File: src/rtl/flash_pgm_pkg.sv
package flash_pgm_pkg;
  localparam logic [7:0] OP_WREN  = 8'h06;
  localparam logic [7:0] OP_RDSR  = 8'h05;
  localparam logic [7:0] OP_SERASE = 8'h20;
  localparam logic [7:0] OP_PROG  = 8'h02;
  localparam logic [7:0] OP_READ  = 8'h03;
  localparam int BUSY_BIT = 0;
  localparam int WEL_BIT  = 1;

  typedef enum logic [3:0] {
    PH_WREN_E, PH_CHK_E, PH_ERASE, PH_POLL_E, PH_BLANK,
    PH_WREN_P, PH_CHK_P, PH_PROG, PH_POLL_P, PH_VERIFY
  } phase_e;

  typedef enum logic [2:0] {
    ERR_NONE = 3'd0, ERR_WEL = 3'd1, ERR_TIMEOUT = 3'd2,
    ERR_NOTBLANK = 3'd3, ERR_VERIFY = 3'd4
  } err_e;

  // control -> datapath strobes
  typedef struct packed {
    logic csOn;
    logic sendByte;
    logic latchAddr;
    logic clrCmp;
  } strobe_t;
endpackage

File: src/rtl/fpgm_datapath.sv
module fpgm_datapath
  import flash_pgm_pkg::*;
#(
  parameter int ADDR_W       = 24,
  parameter int PAGE_BYTES   = 256,
  parameter int SECTOR_BYTES = 4096,
  parameter int CLK_DIV      = 2,
  localparam int IDX_W       = $clog2(PAGE_BYTES),
  localparam int ADDR_BYTES  = ADDR_W / 8,
  localparam int HDR         = 1 + ADDR_BYTES,
  localparam int XFER_W      = $clog2(HDR + PAGE_BYTES + 1)
) (
  input  logic              clk,
  input  logic              rstN,
  input  strobe_t           stb,
  input  phase_e            phase,
  input  logic [XFER_W-1:0] byteIdx,
  input  logic [ADDR_W-1:0] pageAddr,
  input  logic              bufWrEn,
  input  logic [IDX_W-1:0]  bufWrAddr,
  input  logic [7:0]        bufWrData,
  input  logic              miso,
  output logic              sclk,
  output logic              csN,
  output logic              mosi,
  output logic              byteDone,
  output logic [1:0]        statBits,
  output logic              cmpBad,
  output logic [IDX_W-1:0]  cmpIdx
);
  localparam int DIV_W = (CLK_DIV > 1) ? $clog2(CLK_DIV) : 1;
  localparam logic [ADDR_W-1:0] SECT_MASK = ADDR_W'(SECTOR_BYTES - 1);

  logic [7:0] bufMem [PAGE_BYTES];
  logic [ADDR_W-1:0] addrQ, opAddr, addrShifted;
  logic [IDX_W-1:0] payIdx;
  logic [7:0] txByte, expByte, txSh, rxSh;
  logic [DIV_W-1:0] divCnt;
  logic [2:0] bitCnt;
  logic active, sclkQ, doneQ, csNQ, tick, isRead;

  always_ff @(posedge clk) begin
    if (bufWrEn) bufMem[bufWrAddr] <= bufWrData;
  end

  always_ff @(posedge clk or negedge rstN) begin
    if (!rstN) addrQ <= '0;
    else if (stb.latchAddr) addrQ <= pageAddr;
  end

  assign payIdx  = IDX_W'(byteIdx - XFER_W'(HDR));
  assign isRead  = (phase == PH_BLANK) || (phase == PH_VERIFY);
  assign opAddr  = (phase == PH_ERASE) ? (addrQ & ~SECT_MASK) : addrQ;
  assign addrShifted = opAddr >> (8 * (ADDR_BYTES - 32'(byteIdx)));
  assign expByte = (phase == PH_BLANK) ? 8'hFF : bufMem[payIdx];

  always_comb begin
    txByte = 8'h00;
    if (byteIdx == '0) begin
      unique case (phase)
        PH_WREN_E, PH_WREN_P: txByte = OP_WREN;
        PH_CHK_E, PH_CHK_P, PH_POLL_E, PH_POLL_P: txByte = OP_RDSR;
        PH_ERASE: txByte = OP_SERASE;
        PH_PROG:  txByte = OP_PROG;
        default:  txByte = OP_READ;
      endcase
    end else if (32'(byteIdx) <= ADDR_BYTES) begin
      txByte = addrShifted[7:0];           // address, most significant byte first
    end else if (phase == PH_PROG) begin
      txByte = bufMem[payIdx];
    end
  end

  // mode 0 byte shifter: launch while low, sample on rise
  assign tick = (divCnt == DIV_W'(CLK_DIV - 1));
  always_ff @(posedge clk or negedge rstN) begin
    if (!rstN) begin
      active <= 1'b0; sclkQ <= 1'b0; doneQ <= 1'b0; divCnt <= '0;
      bitCnt <= '0; txSh <= '0; rxSh <= '0; csNQ <= 1'b1;
    end else begin
      doneQ <= 1'b0;
      csNQ  <= !stb.csOn;
      if (stb.sendByte && !active) begin
        active <= 1'b1; txSh <= txByte; bitCnt <= '0; divCnt <= '0; sclkQ <= 1'b0;
      end else if (active) begin
        divCnt <= tick ? '0 : divCnt + 1'b1;
        if (tick) begin
          if (!sclkQ) begin
            sclkQ <= 1'b1;
            rxSh  <= {rxSh[6:0], miso};
          end else begin
            sclkQ <= 1'b0;
            if (bitCnt == 3'd7) begin
              active <= 1'b0; doneQ <= 1'b1;
            end else begin
              bitCnt <= bitCnt + 1'b1;
              txSh   <= {txSh[6:0], 1'b0};
            end
          end
        end
      end
    end
  end

  always_ff @(posedge clk or negedge rstN) begin
    if (!rstN) begin
      cmpBad <= 1'b0; cmpIdx <= '0;
    end else if (stb.clrCmp) begin
      cmpBad <= 1'b0; cmpIdx <= '0;
    end else if (doneQ && isRead && 32'(byteIdx) >= HDR && !cmpBad && rxSh != expByte) begin
      cmpBad <= 1'b1; cmpIdx <= payIdx;
    end
  end

  assign sclk     = sclkQ;
  assign csN      = csNQ;
  assign mosi     = active ? txSh[7] : 1'b0;
  assign byteDone = doneQ;
  assign statBits = rxSh[1:0];
endmodule

File: src/rtl/fpgm_control.sv
module fpgm_control
  import flash_pgm_pkg::*;
#(
  parameter int ADDR_W     = 24,
  parameter int PAGE_BYTES = 256,
  parameter int POLL_LIMIT = 1000,
  parameter int CS_GAP     = 2,
  localparam int IDX_W     = $clog2(PAGE_BYTES),
  localparam int ADDR_BYTES = ADDR_W / 8,
  localparam int HDR       = 1 + ADDR_BYTES,
  localparam int XFER_W    = $clog2(HDR + PAGE_BYTES + 1),
  localparam int POLL_W    = $clog2(POLL_LIMIT + 1),
  localparam int GAP_W     = $clog2(CS_GAP + 1)
) (
  input  logic              clk,
  input  logic              rstN,
  input  logic              start,
  input  logic              byteDone,
  input  logic [1:0]        statBits,
  input  logic              cmpBad,
  input  logic [IDX_W-1:0]  cmpIdx,
  output strobe_t           stb,
  output phase_e            phase,
  output logic [XFER_W-1:0] byteIdx,
  output logic              busy,
  output logic              done,
  output logic              pass,
  output err_e              errCode,
  output logic [IDX_W-1:0]  failIndex
);
  typedef enum logic [1:0] {S_IDLE, S_SEND, S_WAIT, S_GAP} st_e;

  st_e st;
  phase_e phaseQ, nxtPhase;
  err_e errNext;
  logic [XFER_W-1:0] idxQ, lastIdx;
  logic [POLL_W-1:0] pollCnt;
  logic [GAP_W-1:0] gapCnt;
  logic [1:0] statusQ;
  logic finish, pollBusy;

  always_comb begin
    unique case (phaseQ)
      PH_WREN_E, PH_WREN_P: lastIdx = '0;
      PH_CHK_E, PH_CHK_P, PH_POLL_E, PH_POLL_P: lastIdx = XFER_W'(1);
      PH_ERASE: lastIdx = XFER_W'(ADDR_BYTES);
      default:  lastIdx = XFER_W'(HDR + PAGE_BYTES - 1);
    endcase
  end

  always_comb begin
    nxtPhase = phaseQ; finish = 1'b0; errNext = ERR_NONE; pollBusy = 1'b0;
    unique case (phaseQ)
      PH_WREN_E: nxtPhase = PH_CHK_E;
      PH_WREN_P: nxtPhase = PH_CHK_P;
      PH_CHK_E, PH_CHK_P:
        if (statusQ[WEL_BIT]) nxtPhase = (phaseQ == PH_CHK_E) ? PH_ERASE : PH_PROG;
        else begin finish = 1'b1; errNext = ERR_WEL; end
      PH_ERASE: nxtPhase = PH_POLL_E;
      PH_PROG:  nxtPhase = PH_POLL_P;
      PH_POLL_E, PH_POLL_P:
        if (statusQ[BUSY_BIT]) begin
          pollBusy = 1'b1;
          if (pollCnt == POLL_W'(POLL_LIMIT - 1)) begin finish = 1'b1; errNext = ERR_TIMEOUT; end
        end else nxtPhase = (phaseQ == PH_POLL_E) ? PH_BLANK : PH_VERIFY;
      PH_BLANK:
        if (cmpBad) begin finish = 1'b1; errNext = ERR_NOTBLANK; end
        else nxtPhase = PH_WREN_P;
      default: begin finish = 1'b1; errNext = cmpBad ? ERR_VERIFY : ERR_NONE; end
    endcase
  end

  always_ff @(posedge clk or negedge rstN) begin
    if (!rstN) begin
      st <= S_IDLE; phaseQ <= PH_WREN_E; idxQ <= '0; pollCnt <= '0; gapCnt <= '0;
      statusQ <= '0; done <= 1'b0; pass <= 1'b0; errCode <= ERR_NONE; failIndex <= '0;
    end else begin
      done <= 1'b0;
      unique case (st)
        S_IDLE: if (start) begin
          st <= S_SEND; phaseQ <= PH_WREN_E; idxQ <= '0; pollCnt <= '0;
          pass <= 1'b0; errCode <= ERR_NONE; failIndex <= '0;
        end
        S_SEND: st <= S_WAIT;
        S_WAIT: if (byteDone) begin
          if (idxQ == XFER_W'(1)) statusQ <= statBits;
          if (idxQ == lastIdx) st <= S_GAP;
          else begin idxQ <= idxQ + 1'b1; st <= S_SEND; end
        end
        default: if (gapCnt != GAP_W'(CS_GAP - 1)) gapCnt <= gapCnt + 1'b1;
        else begin
          gapCnt  <= '0;
          idxQ    <= '0;
          pollCnt <= pollBusy ? pollCnt + 1'b1 : '0;
          phaseQ  <= nxtPhase;
          if (finish) begin
            st <= S_IDLE; done <= 1'b1; errCode <= errNext; pass <= (errNext == ERR_NONE);
            failIndex <= (errNext == ERR_NOTBLANK || errNext == ERR_VERIFY) ? cmpIdx : '0;
          end else st <= S_SEND;
        end
      endcase
    end
  end

  assign stb.csOn      = (st == S_SEND) || (st == S_WAIT);
  assign stb.sendByte  = (st == S_SEND);
  assign stb.latchAddr = (st == S_IDLE) && start;
  assign stb.clrCmp    = (st == S_SEND) && (idxQ == '0);
  assign phase   = phaseQ;
  assign byteIdx = idxQ;
  assign busy    = (st != S_IDLE);
endmodule

File: src/rtl/flash_pgm_seq.sv
module flash_pgm_seq
  import flash_pgm_pkg::*;
#(
  parameter int ADDR_W       = 24,
  parameter int PAGE_BYTES   = 256,
  parameter int SECTOR_BYTES = 4096,
  parameter int CLK_DIV      = 2,
  parameter int POLL_LIMIT   = 1000,
  parameter int CS_GAP       = 2,
  localparam int IDX_W       = $clog2(PAGE_BYTES),
  localparam int XFER_W      = $clog2(1 + ADDR_W / 8 + PAGE_BYTES + 1)
) (
  input  logic              clk,
  input  logic              rstN,
  input  logic              bufWrEn,
  input  logic [IDX_W-1:0]  bufWrAddr,
  input  logic [7:0]        bufWrData,
  input  logic              start,
  input  logic [ADDR_W-1:0] pageAddr,
  output logic              busy,
  output logic              done,
  output logic              pass,
  output logic [2:0]        errCode,
  output logic [IDX_W-1:0]  failIndex,
  output logic              sclk,
  output logic              csN,
  output logic              mosi,
  input  logic              miso
);
  strobe_t stb;
  phase_e phase;
  err_e errQ;
  logic [XFER_W-1:0] byteIdx;
  logic byteDone, cmpBad;
  logic [1:0] statBits;
  logic [IDX_W-1:0] cmpIdx;

  fpgm_datapath #(.ADDR_W(ADDR_W), .PAGE_BYTES(PAGE_BYTES),
                  .SECTOR_BYTES(SECTOR_BYTES), .CLK_DIV(CLK_DIV)) u_dp (
    .clk(clk), .rstN(rstN), .stb(stb), .phase(phase), .byteIdx(byteIdx),
    .pageAddr(pageAddr), .bufWrEn(bufWrEn), .bufWrAddr(bufWrAddr), .bufWrData(bufWrData),
    .miso(miso), .sclk(sclk), .csN(csN), .mosi(mosi), .byteDone(byteDone),
    .statBits(statBits), .cmpBad(cmpBad), .cmpIdx(cmpIdx));

  fpgm_control #(.ADDR_W(ADDR_W), .PAGE_BYTES(PAGE_BYTES),
                 .POLL_LIMIT(POLL_LIMIT), .CS_GAP(CS_GAP)) u_ctl (
    .clk(clk), .rstN(rstN), .start(start), .byteDone(byteDone), .statBits(statBits),
    .cmpBad(cmpBad), .cmpIdx(cmpIdx), .stb(stb), .phase(phase), .byteIdx(byteIdx),
    .busy(busy), .done(done), .pass(pass), .errCode(errQ), .failIndex(failIndex));

  assign errCode = errQ;
endmodule

File: config.mk
export PLATFORM = sky130hd
export DESIGN_NAME = flash_pgm_seq
export DESIGN_NICKNAME = d
export VERILOG_FILES = /design/src/rtl/flash_pgm_pkg.sv /design/src/rtl/fpgm_datapath.sv /design/src/rtl/fpgm_control.sv /design/src/rtl/flash_pgm_seq.sv
export SDC_FILE = /design/constraint.sdc
export NUM_CORES = 2
export LEC_CHECK = 0
export BUFFER_PORTS_ARGS = -buffer_cell sky130_fd_sc_hd__buf_2
export CORE_ASPECT_RATIO = 0.5
export CORE_UTILIZATION = 60
export DETAILED_ROUTE_END_ITERATION = 8
export GPL_ROUTABILITY_DRIVEN = 0
export PLACE_DENSITY_LB_ADDON = 0.15
export SYNTH_ARGS = -nofsm -noshare
export SYNTH_HDL_FRONTEND = slang
export SYNTH_SLANG_ARGS = --single-unit
File: constraint.sdc
create_clock -name clk -period 4.86 [get_ports clk]
set_input_delay 1.458 -clock clk [delete_from_list [all_inputs] [get_ports clk]]
set_output_delay 1.458 -clock clk [all_outputs]
set_load 0.03 [all_outputs]
==> flow_metrics.tcl <==
set metrics [dict create \
    start_util_pct 60.7 \
    max_stage_delay_ps 650 \
    syn-cell-area_um2 85400 \
    dr.pass1.iters 7 \
    pre_cts_slack_ps -187 \
    ys_seq_area_share_pct 74.9 \
    path_cells "inv_1, ha_4, nor3b_1, xnor2_1, nand2_1, nor4_2, buf_4, a31oi_1, a21oi_1, nor3_1, a41oi_1, nand4_1, o31a_1, buf_12, o21a_1" \
    routed_wl_um 248000 \
    required_ps 5560 \
    viasPerCell 7.05 \
    crit_path_top_delay_cell "nor4_2" \
    rrSetupSlack_ps -50 \
    postRouteAntennaNets 0 \
    hp-start "u_ctl.errCode[2]" \
    fin_skew_ps 25.8 \
    wl_per_cell_um 36.2 \
    synth-edff-count 2048 \
    failed_checks "negative setup slack" \
    synth_top_area_share_pct 72.0 \
    cp-endpoint "u_dp.cmpBad" \
    r2r-start "u_ctl.byteIdx[3]" \
    tritoncts.num_buffers 178 \
    cts_tree "yes" \
    timing.setup.tns_ps -50.7 \
    place_hpwl_um 162000 \
    fmax_mhz 204 \
    ys_top_cells_by_count "edfxtp_1 (2048), mux4_2 (439), nor2_1 (330)" \
    powerDensity_nw_per_um2 437 \
    vias 48300 \
    drc 0 \
    ir_worst_vdd_mv 0.310 \
    critical_path.startpoint_type "register" \
    hold_ws_ps 481 \
    setup_viol 5 \
    synth_most_common_cell "edfxtp_1" \
    worstSkewPairLatency_ps 830 \
    hold_viol_final 0 \
    h-tree-depth 4 \
    ys_types 88 \
    grt_max_degree 136 \
    io_buffers 61 \
    postLayoutSetupSlackWorst_ps -45.7 \
    area_delta_synth_final_pct 12.6 \
    ys_ff_latch 2147 \
    worstMarginPinSlew_ps 1230 \
    synth_ff_type "edfxtp_1" \
    drtIter0Drc 7791 \
    io_pins 62 \
    leakagePower_nw 30.7 \
    grt_use_total_pct 34.7 \
    die_h_um 269 \
    drive_gt1_share_pct 25.8 \
    placed_area_um2 90300 \
    ys_async_sr_fraction_pct 4.61 \
    cp.arrival_ps 5600 \
    yosys_warnings 0 \
    grt_pass1_vias 45800 \
    grt_pass1_wl_um 345000 \
    critical-path-top-delay-family "simple AND/OR/NAND/NOR gates" \
    finalCriticalPeriod_ps 4910 \
    dieArea_um2 144000 \
    synth_area_per_cell_um2 19.3 \
    final_cells 6842 \
    die_w_um 536 \
    ff2ff_path_depth 15 \
    antenna_found_initial 11 \
    cp-end-kind "register" \
    grt_overflow 0 \
    cts_buffer_depth 3 \
    synth.area.top_cells "edfxtp_1 (72%), mux4_2 (12%), dfrtp_1 (2.9%), mux2i_1 (2.0%), nor2_1 (1.5%)" \
    cts.sinks 2147 \
    core-area_um2 141000 \
    min-delay-path-class "reg2reg" \
    cp.depth 15 \
    root_buffer "clkbuf_16" \
    relSlewSlack_pct 17.3 \
    num_rows 97 \
    n_fill_cell 8775 \
    yosysTopAreaCell "edfxtp_1" \
    path_clk_slew_ps 70 \
    crit_start "u_ctl.byteIdx[3]" \
    placed_cells 6502 \
    critPathKind "reg2reg" \
    drv_slew 0 \
    nets 4866 \
    period_share_pct 101 \
    syn_inst 4429 \
    finalInstanceArea_um2 96200 \
    cap_violations 0 \
    path_max_fanout 12 \
    critPathBufInv 3 \
    status "finished with violations" \
    syn-num-nets 4492 \
    r2r-end "u_dp.cmpBad" \
]
==> report_power, final <==
group          internal, mW  switching, mW  total [mW]  leakage, nW
Combinational          2.75           4.04        6.79         8.18
Sequential             20.5          0.259        20.8         19.7
Clock                  7.86           6.65        14.5         2.82
Total                  31.1           10.9        42.0         30.7
==> layout by cell type, fill, tap and decap left out, types with 8 or more instances in the layout <==
master / synthesis / routed
a21oi_1: 72 / 72
clkbuf_16: 0 / 184
nor2b_1: 19 / 16
diode_2: 0 / 13
o21ai_0: 68 / 67
clkbuf_1: 115 / 35
buf_4: 36 / 358
clkbuf_8: 0 / 12
clkinv_2: 0 / 32
o21ai_1: 11 / 12
nor4_1: 13 / 12
bufinv_16: 0 / 15
ha_1: 18 / 17
a211oi_1: 16 / 15
o31ai_1: 14 / 13
mux2i_1: 170 / 169
o2bb2ai_1: 11 / 11
buf_12: 0 / 43
mux2_2: 71 / 71
inv_1: 21 / 21
clkinv_1: 2 / 33
nand4_1: 24 / 24
nor3_1: 29 / 27
nand3_1: 75 / 74
o22ai_1: 58 / 58
and3_1: 9 / 9
a22o_1: 22 / 22
nand2_1: 191 / 191
clkinvlp_4: 0 / 9
mux4_2: 439 / 439
a22oi_1: 90 / 89
nor3b_1: 8 / 8
o221ai_1: 15 / 15
edfxtp_1: 2048 / 2048
dfrtp_1: 98 / 95
nor2_1: 330 / 329
a221oi_1: 45 / 44
buf_2: 76 / 52
a31oi_1: 12 / 11
nand2b_1: 13 / 13
==> timing repair <==
| action | CTS | global route |
|---|---|---|
| gates cloned | 0 | 0 |
| buffers inserted | 0 | 2 |
| hold buffers | 0 | 0 |
| endpoints found under the setup margin | 9 | 9 |
| gates resized for setup | 2 | 15 |
| pin swaps | 0 | 1 |
==> worst reg2reg max path, stage by stage, from the launching register on <==
cell and delay, ps:
dfrtp_1 390, inv_1 240, ha_4 340, nor3b_1 390, xnor2_1 360, nand2_1 450, nor4_2 650, buf_4 200
a31oi_1 90, a21oi_1 420, nor3_1 90, a41oi_1 200, nand4_1 160, o31a_1 440, buf_12 190, o21a_1 170
==> layer usage <==
metal,routed length (um),global-route usage [%],vias up
li1,-,-,18900
met1,94700,50.4,24900
met2,105000,48.0,3795
met3,39000,14.2,576
met4,8490,11.0,22
met5,636,0.921,-
==> state kept, by name, summed over array words and instances (netlist names), 2 cells and up <==
signal,flops
u_dp.bufMem,2048
u_dp.addrQ,24
u_ctl.pollCnt,10
u_ctl.byteIdx,9
u_ctl.failIndex,8
u_dp.cmpIdx,8
u_dp.rxSh,8
u_dp.txSh,8
u_ctl.phase,4
u_ctl.errCode,3
u_dp.bitCnt,3
u_ctl.gapCnt,2
u_ctl.st,2
u_ctl.statusQ,2
==> layout make-up <==
class	count	area [um2]	area share (%)
Antenna cell	13	32.5	0.0338
Clock buffer	225	4820	5.01
Clock inverter	100	963	1.00
Inverter	25	95.1	0.0988
Multi-Input combinational cell	1987	20000	20.8
Sequential cell	2147	64000	66.5
Tap cell	1881	2350	2.45
Timing Repair Buffer	464	3970	4.13
==> metrics by stage <==
stage          power [mW]  utilization [%]
6_report             42.0             68.4
5_1_grt              43.1             68.4
4_1_cts              41.9             68.3
3_5_place_dp         27.8             64.2
3_3_place_gp         27.7             64.2
2_1_floorplan        25.3                -
==> cell families after synthesis <==
group / share of synthesized area, %
buf+inv: 1.88
simple gates: 3.88
mux: 14.6
fa+ha+maj: 0.264
flops: 74.9
xor+xnor: 0.173
compound gates: 4.32
==> worst min-delay path by stage <==
stage | to | slack (ps) | cells after the start
floorplan | u_ctl.pollCnt[8] | 450 | 1
global placement | u_ctl.errCode[2] | 470 | 2
detailed placement | u_ctl.errCode[2] | 470 | 2
CTS | u_ctl.errCode[2] | 480 | 2
global route | u_ctl.errCode[2] | 510 | 2
finish | u_ctl.errCode[2] | 480 | 2
No activity file was read; power rests on OpenSTA's default activity.
